`src/rtl/fold_iir3.sv`:
```
module fold_iir3 #(
  parameter int W = 16
) (
  input  logic                clk,
  input  logic                rst,
  input  logic                in_valid,
  input  logic signed [W-1:0] in_x,
  input  logic signed [W-1:0] coef_a,
  input  logic signed [W-1:0] coef_b,
  output logic                out_valid,
  output logic signed [W-1:0] out_y
);
  localparam int PW = 2 * W;

  logic                ph;
  logic signed [W-1:0] xq;
  logic signed [W-1:0] acc;
  logic signed [W-1:0] dly1, dly2, dly3;
  logic signed [W-1:0] mul_s1, mul_s2, skew;
  logic                v1, v2;

  logic signed [W-1:0]  mul_op, mul_cf;
  logic signed [PW-1:0] mul_full;

  assign mul_op   = ph ? dly3 : dly1;
  assign mul_cf   = ph ? coef_b : coef_a;
  assign mul_full = mul_op * mul_cf;

  always_ff @(posedge clk) begin
    if (rst) begin
      ph     <= 1'b0;
      xq     <= '0;
      acc    <= '0;
      dly1   <= '0;
      dly2   <= '0;
      dly3   <= '0;
      mul_s1 <= '0;
      mul_s2 <= '0;
      skew   <= '0;
      v1     <= 1'b0;
      v2     <= 1'b0;
    end else begin
      ph     <= ~ph;
      mul_s1 <= mul_full[W-1:0];
      mul_s2 <= mul_s1;
      v1     <= ~ph & in_valid;
      v2     <= v1;
      if (!ph) begin
        xq   <= in_valid ? in_x : '0;
        acc  <= mul_s2 + skew;
        dly1 <= acc;
        dly2 <= dly1;
        dly3 <= dly2;
      end else begin
        acc  <= acc + xq;
        skew <= mul_s2;
      end
    end
  end

  assign out_valid = v2;
  assign out_y     = acc;

  a_r7_even_only: assert property (@(posedge clk) disable iff (rst)
    out_valid |-> !ph);

  a_r7_no_repeat: assert property (@(posedge clk) disable iff (rst)
    out_valid |=> !out_valid);

  a_r3_latency: assert property (@(posedge clk) disable iff (rst)
    (in_valid && !ph) |-> ##2 out_valid);

  a_r8_parity_toggle: assert property (@(posedge clk) disable iff (rst)
    1'b1 |=> (ph != $past(ph)));

  a_r8_shift: assert property (@(posedge clk) disable iff (rst)
    !ph |=> (dly2 == $past(dly1) && dly3 == $past(dly2)));

  a_r8_skew: assert property (@(posedge clk) disable iff (rst)
    ph |=> (skew == $past(mul_s2)));
endmodule

```
`config.mk`:
```
export PLATFORM = sky130hd
export DESIGN_NAME = fold_iir3
export DESIGN_NICKNAME = d
export VERILOG_FILES = /design/src/rtl/fold_iir3.sv
export SDC_FILE = /design/constraint.sdc
export NUM_CORES = 1
export LEC_CHECK = 0
export BUFFER_PORTS_ARGS = -buffer_cell sky130_fd_sc_hd__buf_2
export CAP_MARGIN = 20
export CORE_MARGIN = 1
export CORE_UTILIZATION = 45
export DETAILED_ROUTE_END_ITERATION = 12
export PLACE_DENSITY_LB_ADDON = 0.15
export SYNTH_ARGS = -nofsm -noshare
export SYNTH_HDL_FRONTEND = slang
export SYNTH_SLANG_ARGS = --single-unit
```
`constraint.sdc`:
```
create_clock -name clk -period 9.9 [get_ports clk]
set_input_delay 0.99 -clock clk [delete_from_list [all_inputs] [get_ports clk]]
set_output_delay 0.99 -clock clk [all_outputs]
set_load 0.005 [all_outputs]
```
==> metrics.md, run 1 <==
| Metric | Value |
|---|---|
| Post-synthesis instance total | 1,099 |
| Multiplexer area fraction after synthesis | 9.12% |
| Number of vias after detailed routing | 7,393 |
| Worst R2R Setup Slack | 3140 ps |
| Worst flop-to-flop path startpoint | ph |
| Buffer count from post-CTS setup fixing | 0 |
| Count of distinct cell types in the synthesized netlist | 53 |
| Max-cap violations | 0 |
| Pleak | 5.19 nW |
| Total of endpoints with negative setup slack in the final report | 0 |
| Final non-filler cell total | 1,444 |
| Synth area leader | dfxtp_1 |
| Synthesis warning total | 0 |
| Main combinational cell family by area after synthesis | adder cells |
| # nets final | 1,379 |
| Height of the die | 150 um |
| Post-synth design cell area | 0.00987 sq mm |
| Hold buffer count at cts | 0 |
| FF+latch count, synth | 131 |
| Pin count of the biggest net entering global routing | 64 |
| Commonest register cell after synthesis | dfxtp_1 |
| Worst-path cell chain | buf_4 > mux2i_2 > or2_2 > fa_1 > inv_1 > fa_1 > ha_1 > inv_1 > fa_1 > inv_1 > ha_1 > inv_1 > fa_1 > inv_1 > ha_1 > o21ai_0 > o21bai_1 > a21o_1 > a21oi_1 > o21ai_0 > o41a_1 > xnor2_1 > nor2_1 |
| Crit Path Class | register to register |
| Worst path bufs/invs | 6 |
| Critical Path Start Type | register |
| Proportion of layout cells with a drive suffix above 1 | 12.2% |
| Level count of the clock H-tree | 4 |
| Vias in the first global route | 7,175 |
| Number of instances resized during post-cts repair | 0 |
| Synth Area in Compound Gates | 8.56% |
| Mean area per synthesized cell | 8.98 sq um |
| Number of flops mapped to enable cells by yosys | 0 |
| Worst slew margin | 28.1% |
| Endpoints failing hold | 0 |
| Number of antenna-violating nets in the routed design | 0 |
| Placer congestion estimate | 0.902 |
| Master of the slowest instance on the critical path | mux2i_2 |
| Row count | 53 |
| Detailed Routing Iterations Pass 1 | 5 |
| Clock transition at the register clock pins on the worst setup and hold paths after CTS | 60 ps |
| Clk Latency, worst-skew pair | 420 ps |
| Arrival time worst endpoint | 7040 ps |
| Peak ir drop on the vdd network | 0.000105 V |
| Core area | 0.0213 sq mm |
| Net count of the mapped netlist | 1,322 |
| Setup repair after global routing missed its margin | no |
| Ratio of routed vias to standard cells | 5.12 |
| TritonCTS clock tree | yes |
| Pwr/cell area | 125 mW/mm^2 |
| Number of antenna cells inserted | 0 |
| Measured slew at the worst slew-check pin | 1060 ps |
| Number of pins with negative max-slew slack in the final report | 0 |
| Required arrival time at the worst endpoint | 10,180 ps |
| Maximum clock frequency | 148 MHz |
| Simple-gate share of the synthesized area | 15.2% |
| Maximum fanout count along the critical path | 48 |
| Placed cell count | 1,411 |
| Global Route Usage Sum | 22.1% |
| Outcome | completed |
| Area enclosed by the die boundary | 0.0225 sq mm |
| First-pass GRT wire length | 37.6 mm |
| Effective utilization at floorplan | 46.4% |
| Die Span X | 150 um |
| Port buffer count | 67 |
| Dominant cell type by count on the critical path | inv_1 |
| Worst-case clock skew | 8.89 ps |
| Area Overhead vs Synth | 12.1% |
| Drt first-iter violations | 401 |
| Hold Path Stages | 1 |
| Maximum buffer depth of the clock tree | 2 |
| Reg-to-reg endpoint | mul_s1[15] |
| Dominant cells by area after synthesis | dfxtp_1 27%, fa_1 16%, ha_1 12% |
| Category of cells accounting for the largest share of critical-path delay | adder cells |
| Crit-path max cell delay | 960 ps |
| Worst hold start | mul_s1[1] |
| CTS Buf Count | 17 |
| Sink of the worst hold path | mul_s2[1] |
| Post-synthesis share of cell area spent on xor and xnor gates | 5.73% |
| Number of design rule violations left after detail routing | 0 |
| Proportion of register bits with asynchronous set or reset after synthesis | 0% |
| Clock sink count | 131 |
| Hold Crit Class | register to register |
| Remaining global-route overflow | 0 |
| Worst reg-to-reg path cell count | 23 |
| Share of the clock period used by the worst path | 68.3% |
| Sum of negative setup slack | 0 ps |
| Minimum clock period after layout | 6760 ps |
| Clock Tree Root | clkbuf_16 |
| DR WL/cell | 16.3 um |
| Area fraction of the dominant cell type after synthesis | 26.6% |
| Post-Synth Adder-Cell Area | 28.0% |
| Part of the Yosys area used for sequential elements | 26.6% |
| Critical path capture point type | register |
| Number of top-level design ports | 68 |
| Final wirelength | 23.5 mm |
| HPWL after DPL | 18.5 mm |
| Antenna violations before repair | 1 |
worst max path at each step:
stage | from | end | slack [ps] | depth (start not counted)
after floorplan | ph | mul_s1[15] | 3730 | 24
after global placement | ph | mul_s1[15] | 3270 | 23
after detailed placement | ph | mul_s1[15] | 3180 | 23
after CTS | ph | mul_s1[15] | 3120 | 23
after global routing | ph | mul_s1[15] | 2700 | 23
final | ph | mul_s1[15] | 3140 | 23
synthesized netlist by cell type (5+ instances only):
cell        n
nor2_1    153
dfxtp_1   131
inv_1     129
nand2_1   117
ha_1       91
fa_1       81
mux2i_1    62
a21oi_1    50
xnor2_1    42
nor2b_1    30
clkbuf_1   23
o21ai_0    21
xor2_1     20
a22o_1     17
nor3_1     13
or2_2      12
nand2b_1    9
a211oi_1    8
a21o_1      8
mux2i_2     8
nand3_1     8
buf_2       6
mux2_2      6
a31oi_1     5
buf_1       5
o211ai_1    5
sequential cells by signal, indices dropped and copies added (netlist names):
register   flops
dly1          16
dly2          16
dly3          16
mul_s1        16
mul_s2        16
out_y         16
skew          16
xq            16
out_valid      1
ph             1
v1             1
cell families (layout without fill, tap and decap cells):
family / count (synthesis) / after routing
compound gates: 132 / 132
mux: 82 / 82
xor+xnor: 63 / 63
flops: 131 / 131
buf+inv: 168 / 238
simple gates: 351 / 351
fa+ha+maj: 172 / 172
where the power goes:
group	switching (W)	total [W]	internal [W]
sequential	0.0000138	0.000556	0.000542
clock	0.000246	0.000660	0.000415
combinational	0.0000980	0.000166	0.0000678
worst register-to-register path: stages (launching register included):
cell	delay, ps
dfxtp_4	630
buf_4	630
mux2i_2	980
or2_2	260
fa_1	400
inv_1	70
fa_1	440
ha_1	200
inv_1	60
fa_1	400
inv_1	70
ha_1	220
inv_1	80
fa_1	410
inv_1	80
ha_1	260
o21ai_0	130
o21bai_1	100
a21o_1	210
a21oi_1	240
o21ai_0	190
o41a_1	360
xnor2_1	160
nor2_1	50
cells in the final DEF (no fill, tap or decap), drive strengths merged, types with 17 or more instances in the layout:
cell type,n
a21oi,51
a22o,17
buf,76
clkbuf,19
dfxtp,131
fa,81
ha,91
inv,135
mux2i,72
nand2,117
nor2,154
nor2b,30
o21ai,21
xnor2,42
xor2,20
metal layers:
layer | routed length [um] | global-route usage, %
met1 | 11300 | 30.5
met3 | 1300 | 5.34
met2 | 10600 | 34.1
met4 | 368 | 6.36
met5 | 0 | 0
metrics by stage:
| step | hold WS, ps | power, W | setup WS, ps | instance area, sq um | util [%] |
|---|---|---|---|---|---|
| after floorplan | 414 | 0.000680 | 3730 | 9870 | - |
| after global placement | 418 | 0.000731 | 3270 | 10400 | 49.0 |
| after detailed placement | 428 | 0.000731 | 3180 | 10400 | 49.0 |
| after global routing | 451 | 0.00144 | 2700 | 11100 | 51.9 |
| final | 432 | 0.00138 | 3140 | 11100 | 51.9 |
| after CTS | 436 | 0.00139 | 3120 | 11000 | 51.9 |
area by class of cell:
type	instances	area, sq um
Clock inverter	13	168
Multi-Input combinational cell	800	6570
Timing Repair Buffer	76	409
Clock buffer	19	454
Tap cell	275	344
Fill cell	2027	10200
Inverter	130	488
Sequential cell	131	2630
(Power assumes the default switching activity.)
==> inputs of run 2 (changes only) <==
--- a/config.mk
+++ b/config.mk
@@ -5,6 +5,7 @@
 export SDC_FILE = /design/constraint.sdc
 export NUM_CORES = 1
 export LEC_CHECK = 0
+export ABC_AREA = 1
 export BUFFER_PORTS_ARGS = -buffer_cell sky130_fd_sc_hd__buf_2
 export CAP_MARGIN = 20
 export CORE_MARGIN = 1
==> constraint.sdc (replaced) <==
create_clock -name clk -period 6.6 [get_ports clk]
set_input_delay 0.66 -clock clk [delete_from_list [all_inputs] [get_ports clk]]
set_output_delay 0.66 -clock clk [all_outputs]
set_load 0.005 [all_outputs]
==> run 2 against run 1 <==
Net effect:
- clock power is 45% higher
- hold slack worse by 27 ps
- area after synthesis is 4.6% higher
- combinational power grew to 4.7 times the previous value
- routed wire length is 7.9% higher
- critical endpoint is now mul_s1[14]
- largest cell class unchanged
==> metrics.md, run 2 <==
| Metric | Value |
|---|---|
| Worst R2R Setup Slack | 590 ps (was 3140 ps) |
| Cell types with the highest counts after synthesis | 374 x nand2_1, 284 x inv_1, 131 x dfxtp_1 (was 153 x nor2_1, 131 x dfxtp_1, 129 x inv_1) |
| Worst flop-to-flop path startpoint | ph (unchanged) |
| Clock transition at the register clock pins on the worst setup and hold paths after CTS | 60 ps (about the same) |
| Outcome | completed (unchanged) |
| Number of flops mapped to enable cells by yosys | 0 (unchanged) |
| Number of top-level design ports | 68 (unchanged) |
| Maximum buffer depth of the clock tree | 2 (unchanged) |
| CTS Buf Count | 17 (unchanged) |
| Number of pins with negative max-slew slack in the final report | 0 (unchanged) |
| Pin count of the biggest net entering global routing | 82 (was 64) |
| Worst reg-to-reg path cell count | 24 (was 23) |
| Peak ir drop on the vdd network | 0.000198 V (was 0.000105 V) |
| Ratio of routed vias to standard cells | 5.02 (was 5.12) |
| Placer congestion estimate | 0.885 (was 0.902) |
| Port buffer count | 67 (unchanged) |
| Count of distinct cell types in the synthesized netlist | 37 (was 53) |
| Number of instances resized during post-cts repair | 0 (unchanged) |
| Buffer count from post-CTS setup fixing | 0 (unchanged) |
| Most common cell in the synthesized netlist | nand2_1 (was nor2_1) |
| Minimum clock period after layout | 6010 ps (was 6760 ps) |
| Worst-path cell chain | inv_4 > nand2_1 > nand2_1 > nand2_1 > fa_1 > fa_1 > fa_1 > fa_1 > inv_1 > fa_1 > inv_1 > fa_1 > inv_1 > ha_1 > nand2_1 > nor2_1 > nand3_1 > nand4_1 > nand2_1 > inv_1 > o21ai_0 > nand2_1 > o21ai_0 > a21oi_1 (was buf_4 > mux2i_2 > or2_2 > fa_1 > inv_1 > fa_1 > ha_1 > inv_1 > fa_1 > inv_1 > ha_1 > inv_1 > fa_1 > inv_1 > ha_1 > o21ai_0 > o21bai_1 > a21o_1 > a21oi_1 > o21ai_0 > o41a_1 > xnor2_1 > nor2_1) |
| Area enclosed by the die boundary | 0.0236 sq mm (was 0.0225 sq mm) |
| Crit-path max cell delay | 570 ps (was 960 ps) |
| Antenna violations before repair | 0 (was 1) |
| Clock Tree Root | clkbuf_16 (unchanged) |
| Clk Latency, worst-skew pair | 420 ps (about the same) |
| Post-synthesis instance total | 1,441 (was 1,099) |
| TritonCTS clock tree | yes (unchanged) |
| Synthesis warning total | 0 (unchanged) |
| Number of antenna-violating nets in the routed design | 0 (unchanged) |
| Die Span X | 153 um (was 150 um) |
| HPWL after DPL | 19.6 mm (was 18.5 mm) |
| Area fraction of the dominant cell type after synthesis | 25.4% (was 26.6%) |
| Share of the clock period used by the worst path | 91.0% (was 68.3%) |
| Part of the Yosys area used for sequential elements | 25.4% (was 26.6%) |
| Max-cap violations | 0 (unchanged) |
| Drt first-iter violations | 589 (was 401) |
| Fill cells | 2,265 (was 2,027) |
| Number of design rule violations left after detail routing | 0 (unchanged) |
| Mean area per synthesized cell | 7.17 sq um (was 8.98 sq um) |
| Worst hold start | v1 (was mul_s1[1]) |
| Measured slew at the worst slew-check pin | 845 ps (was 1060 ps) |
| Proportion of register bits with asynchronous set or reset after synthesis | 0% (unchanged) |
| Number of vias after detailed routing | 8,987 (was 7,393) |
| Number of antenna cells inserted | 0 (unchanged) |
| Total of endpoints with negative setup slack in the final report | 0 (unchanged) |
| Endpoints failing hold | 0 (unchanged) |
| Commonest register cell after synthesis | dfxtp_1 (unchanged) |
| Height of the die | 153 um (was 150 um) |
| Sink of the worst hold path | out_valid (was mul_s2[1]) |
| Total design power | 0.00265 W (was 0.00138 W) |
| Core area | 0.0226 sq mm (was 0.0213 sq mm) |
| Worst-case clock skew | 11.6 ps (was 8.89 ps) |
| Crit Path Class | register to register (unchanged) |
| Synth area leader | dfxtp_1 (unchanged) |
| Hold Path Stages | 2 (was 1) |
| Reg-to-reg endpoint | mul_s1[14] (was mul_s1[15]) |
| Maximum fanout count along the critical path | 55 (was 48) |
| Clock sink count | 131 (unchanged) |
| Pleak | 6.31 nW (was 5.19 nW) |
| Hold buffer count at cts | 0 (unchanged) |
| Effective utilization at floorplan | 45.7% (was 46.4%) |
| Detailed Routing Iterations Pass 1 | 7 (was 5) |
| First-pass GRT wire length | 42.1 mm (was 37.6 mm) |
| Post-synth design cell area | 0.0103 sq mm (was 0.00987 sq mm) |
| Critical Path Start Type | register (unchanged) |
| Level count of the clock H-tree | 4 (unchanged) |
| Final wirelength | 25.4 mm (was 23.5 mm) |
| Arrival time worst endpoint | 6300 ps (was 7040 ps) |
| Proportion of layout cells with a drive suffix above 1 | 9.43% (was 12.2%) |
| FF+latch count, synth | 131 (unchanged) |
| Most frequent standard cell in the layout excluding fill and tap cells | nand2_1 (was nor2_1) |
| Remaining global-route overflow | 0 (unchanged) |
| Vias in the first global route | 8,676 (was 7,175) |
| Maximum clock frequency | 167 MHz (was 148 MHz) |
| Commonest cells after routing, fill and taps aside | 374 x nand2_1, 284 x inv_1, 130 x dfxtp_1 (was 153 x nor2_1, 130 x dfxtp_1, 129 x inv_1) |
| Required arrival time at the worst endpoint | 6900 ps (was 10,180 ps) |
| Hold Crit Class | register to register (unchanged) |
| Setup repair after global routing missed its margin | no (unchanged) |
| Worst slew margin | 43.6% (was 28.1%) |
| Worst setup slack after layout | 595 ps (was 3140 ps) |
| Pwr/cell area | 230 mW/mm^2 (was 125 mW/mm^2) |
| Critical path capture point type | register (unchanged) |
| DR WL/cell | 14.2 um (was 16.3 um) |
| Master of the slowest instance on the critical path | fa_1 (was mux2i_2) |
| Row count | 55 (was 53) |
| Setup slack at placement | 636 ps (was 3180 ps) |
| # nets final | 1,716 (was 1,379) |
| Sum of negative setup slack | 0 ps (unchanged) |
| Dominant cells by area after synthesis | dfxtp_1 25%, fa_1 16%, nand2_1 14% (was dfxtp_1 27%, fa_1 16%, ha_1 12%) |
| Global Route Usage Sum | 22.5% (was 22.1%) |
| Net count of the mapped netlist | 1,664 (was 1,322) |
| Area Overhead vs Synth | 11.4% (was 12.1%) |
[run 2: how the worst max path moves through the flow]
stage               startpoint          to  slack (ps)  depth (start not counted)
floorplan            coef_b[1]  mul_s1[14]        1060                         24
global placement            ph  mul_s1[13]         690                         22
detailed placement          ph  mul_s1[14]         640                         24
CTS                         ph  mul_s1[13]         620                         22
global route                ph  mul_s1[13]         190                         22
finish                      ph  mul_s1[14]         590                         24
[run 2: cells by family (layout without fill, tap and decap cells)]
kind of cell / Yosys count / count (layout) / share of synthesized area [%]
DFF: 131 / 131 / 25.4
adders and majority gates: 172 / 172 / 26.7
AOI/OAI and AO/OA: 233 / 233 / 12.5
buffers and inverters: 337 / 402 / 12.8
and+or+nand+nor: 559 / 559 / 21.8
xor gates and xnor gates: 9 / 9 / 0.763
[run 2: area by class of cell]
cell class	instances	area (sq um)	share of cell area (%)
Multi-Input combinational cell	973	6380	55.4
Sequential cell	131	2630	22.8
Inverter	287	1080	9.38
Timing Repair Buffer	83	468	4.07
Clock buffer	19	453	3.94
Tap cell	285	357	3.10
Clock inverter	13	145	1.26
[run 2: where the power goes]
part,leakage [nW],total [W],internal [W],switching [W]
Combinational,4.95,0.000774,0.000277,0.000496
Clock,0.287,0.000956,0.000581,0.000375
Sequential,1.07,0.000922,0.000871,0.0000510
Total,6.31,0.00265,0.00173,0.000922
[run 2: worst max-delay path: cells and delay by family (launching register included)]
family / cells / cell delay (ps)
AOI/OAI and AO/OA: 3 / 360
DFF: 1 / 360
and+or+nand+nor: 9 / 1190
adders and majority gates: 7 / 3360
buffers and inverters: 5 / 580
[run 2: metal layers]
layer	track usage [%]	vias to the layer above	wire [um]
met4	7.33	0	475
met2	37.0	187	11600
li1	-	4562	-
met3	2.52	44	875
met1	30.7	4194	12400
met5	0	-	0
[run 2: per-stage QoR]
stage / std cells / instance area, sq um / hold slack [ps] / utilization [%]
after floorplan: 1441 / 10300 / 388 / -
after global placement: 1759 / 10900 / 394 / 48.3
after detailed placement: 1759 / 10900 / 396 / 48.3
after CTS: 1791 / 11500 / 407 / 51.0
after global routing: 1791 / 11500 / 424 / 51.0
final: 1791 / 11500 / 405 / 51.0
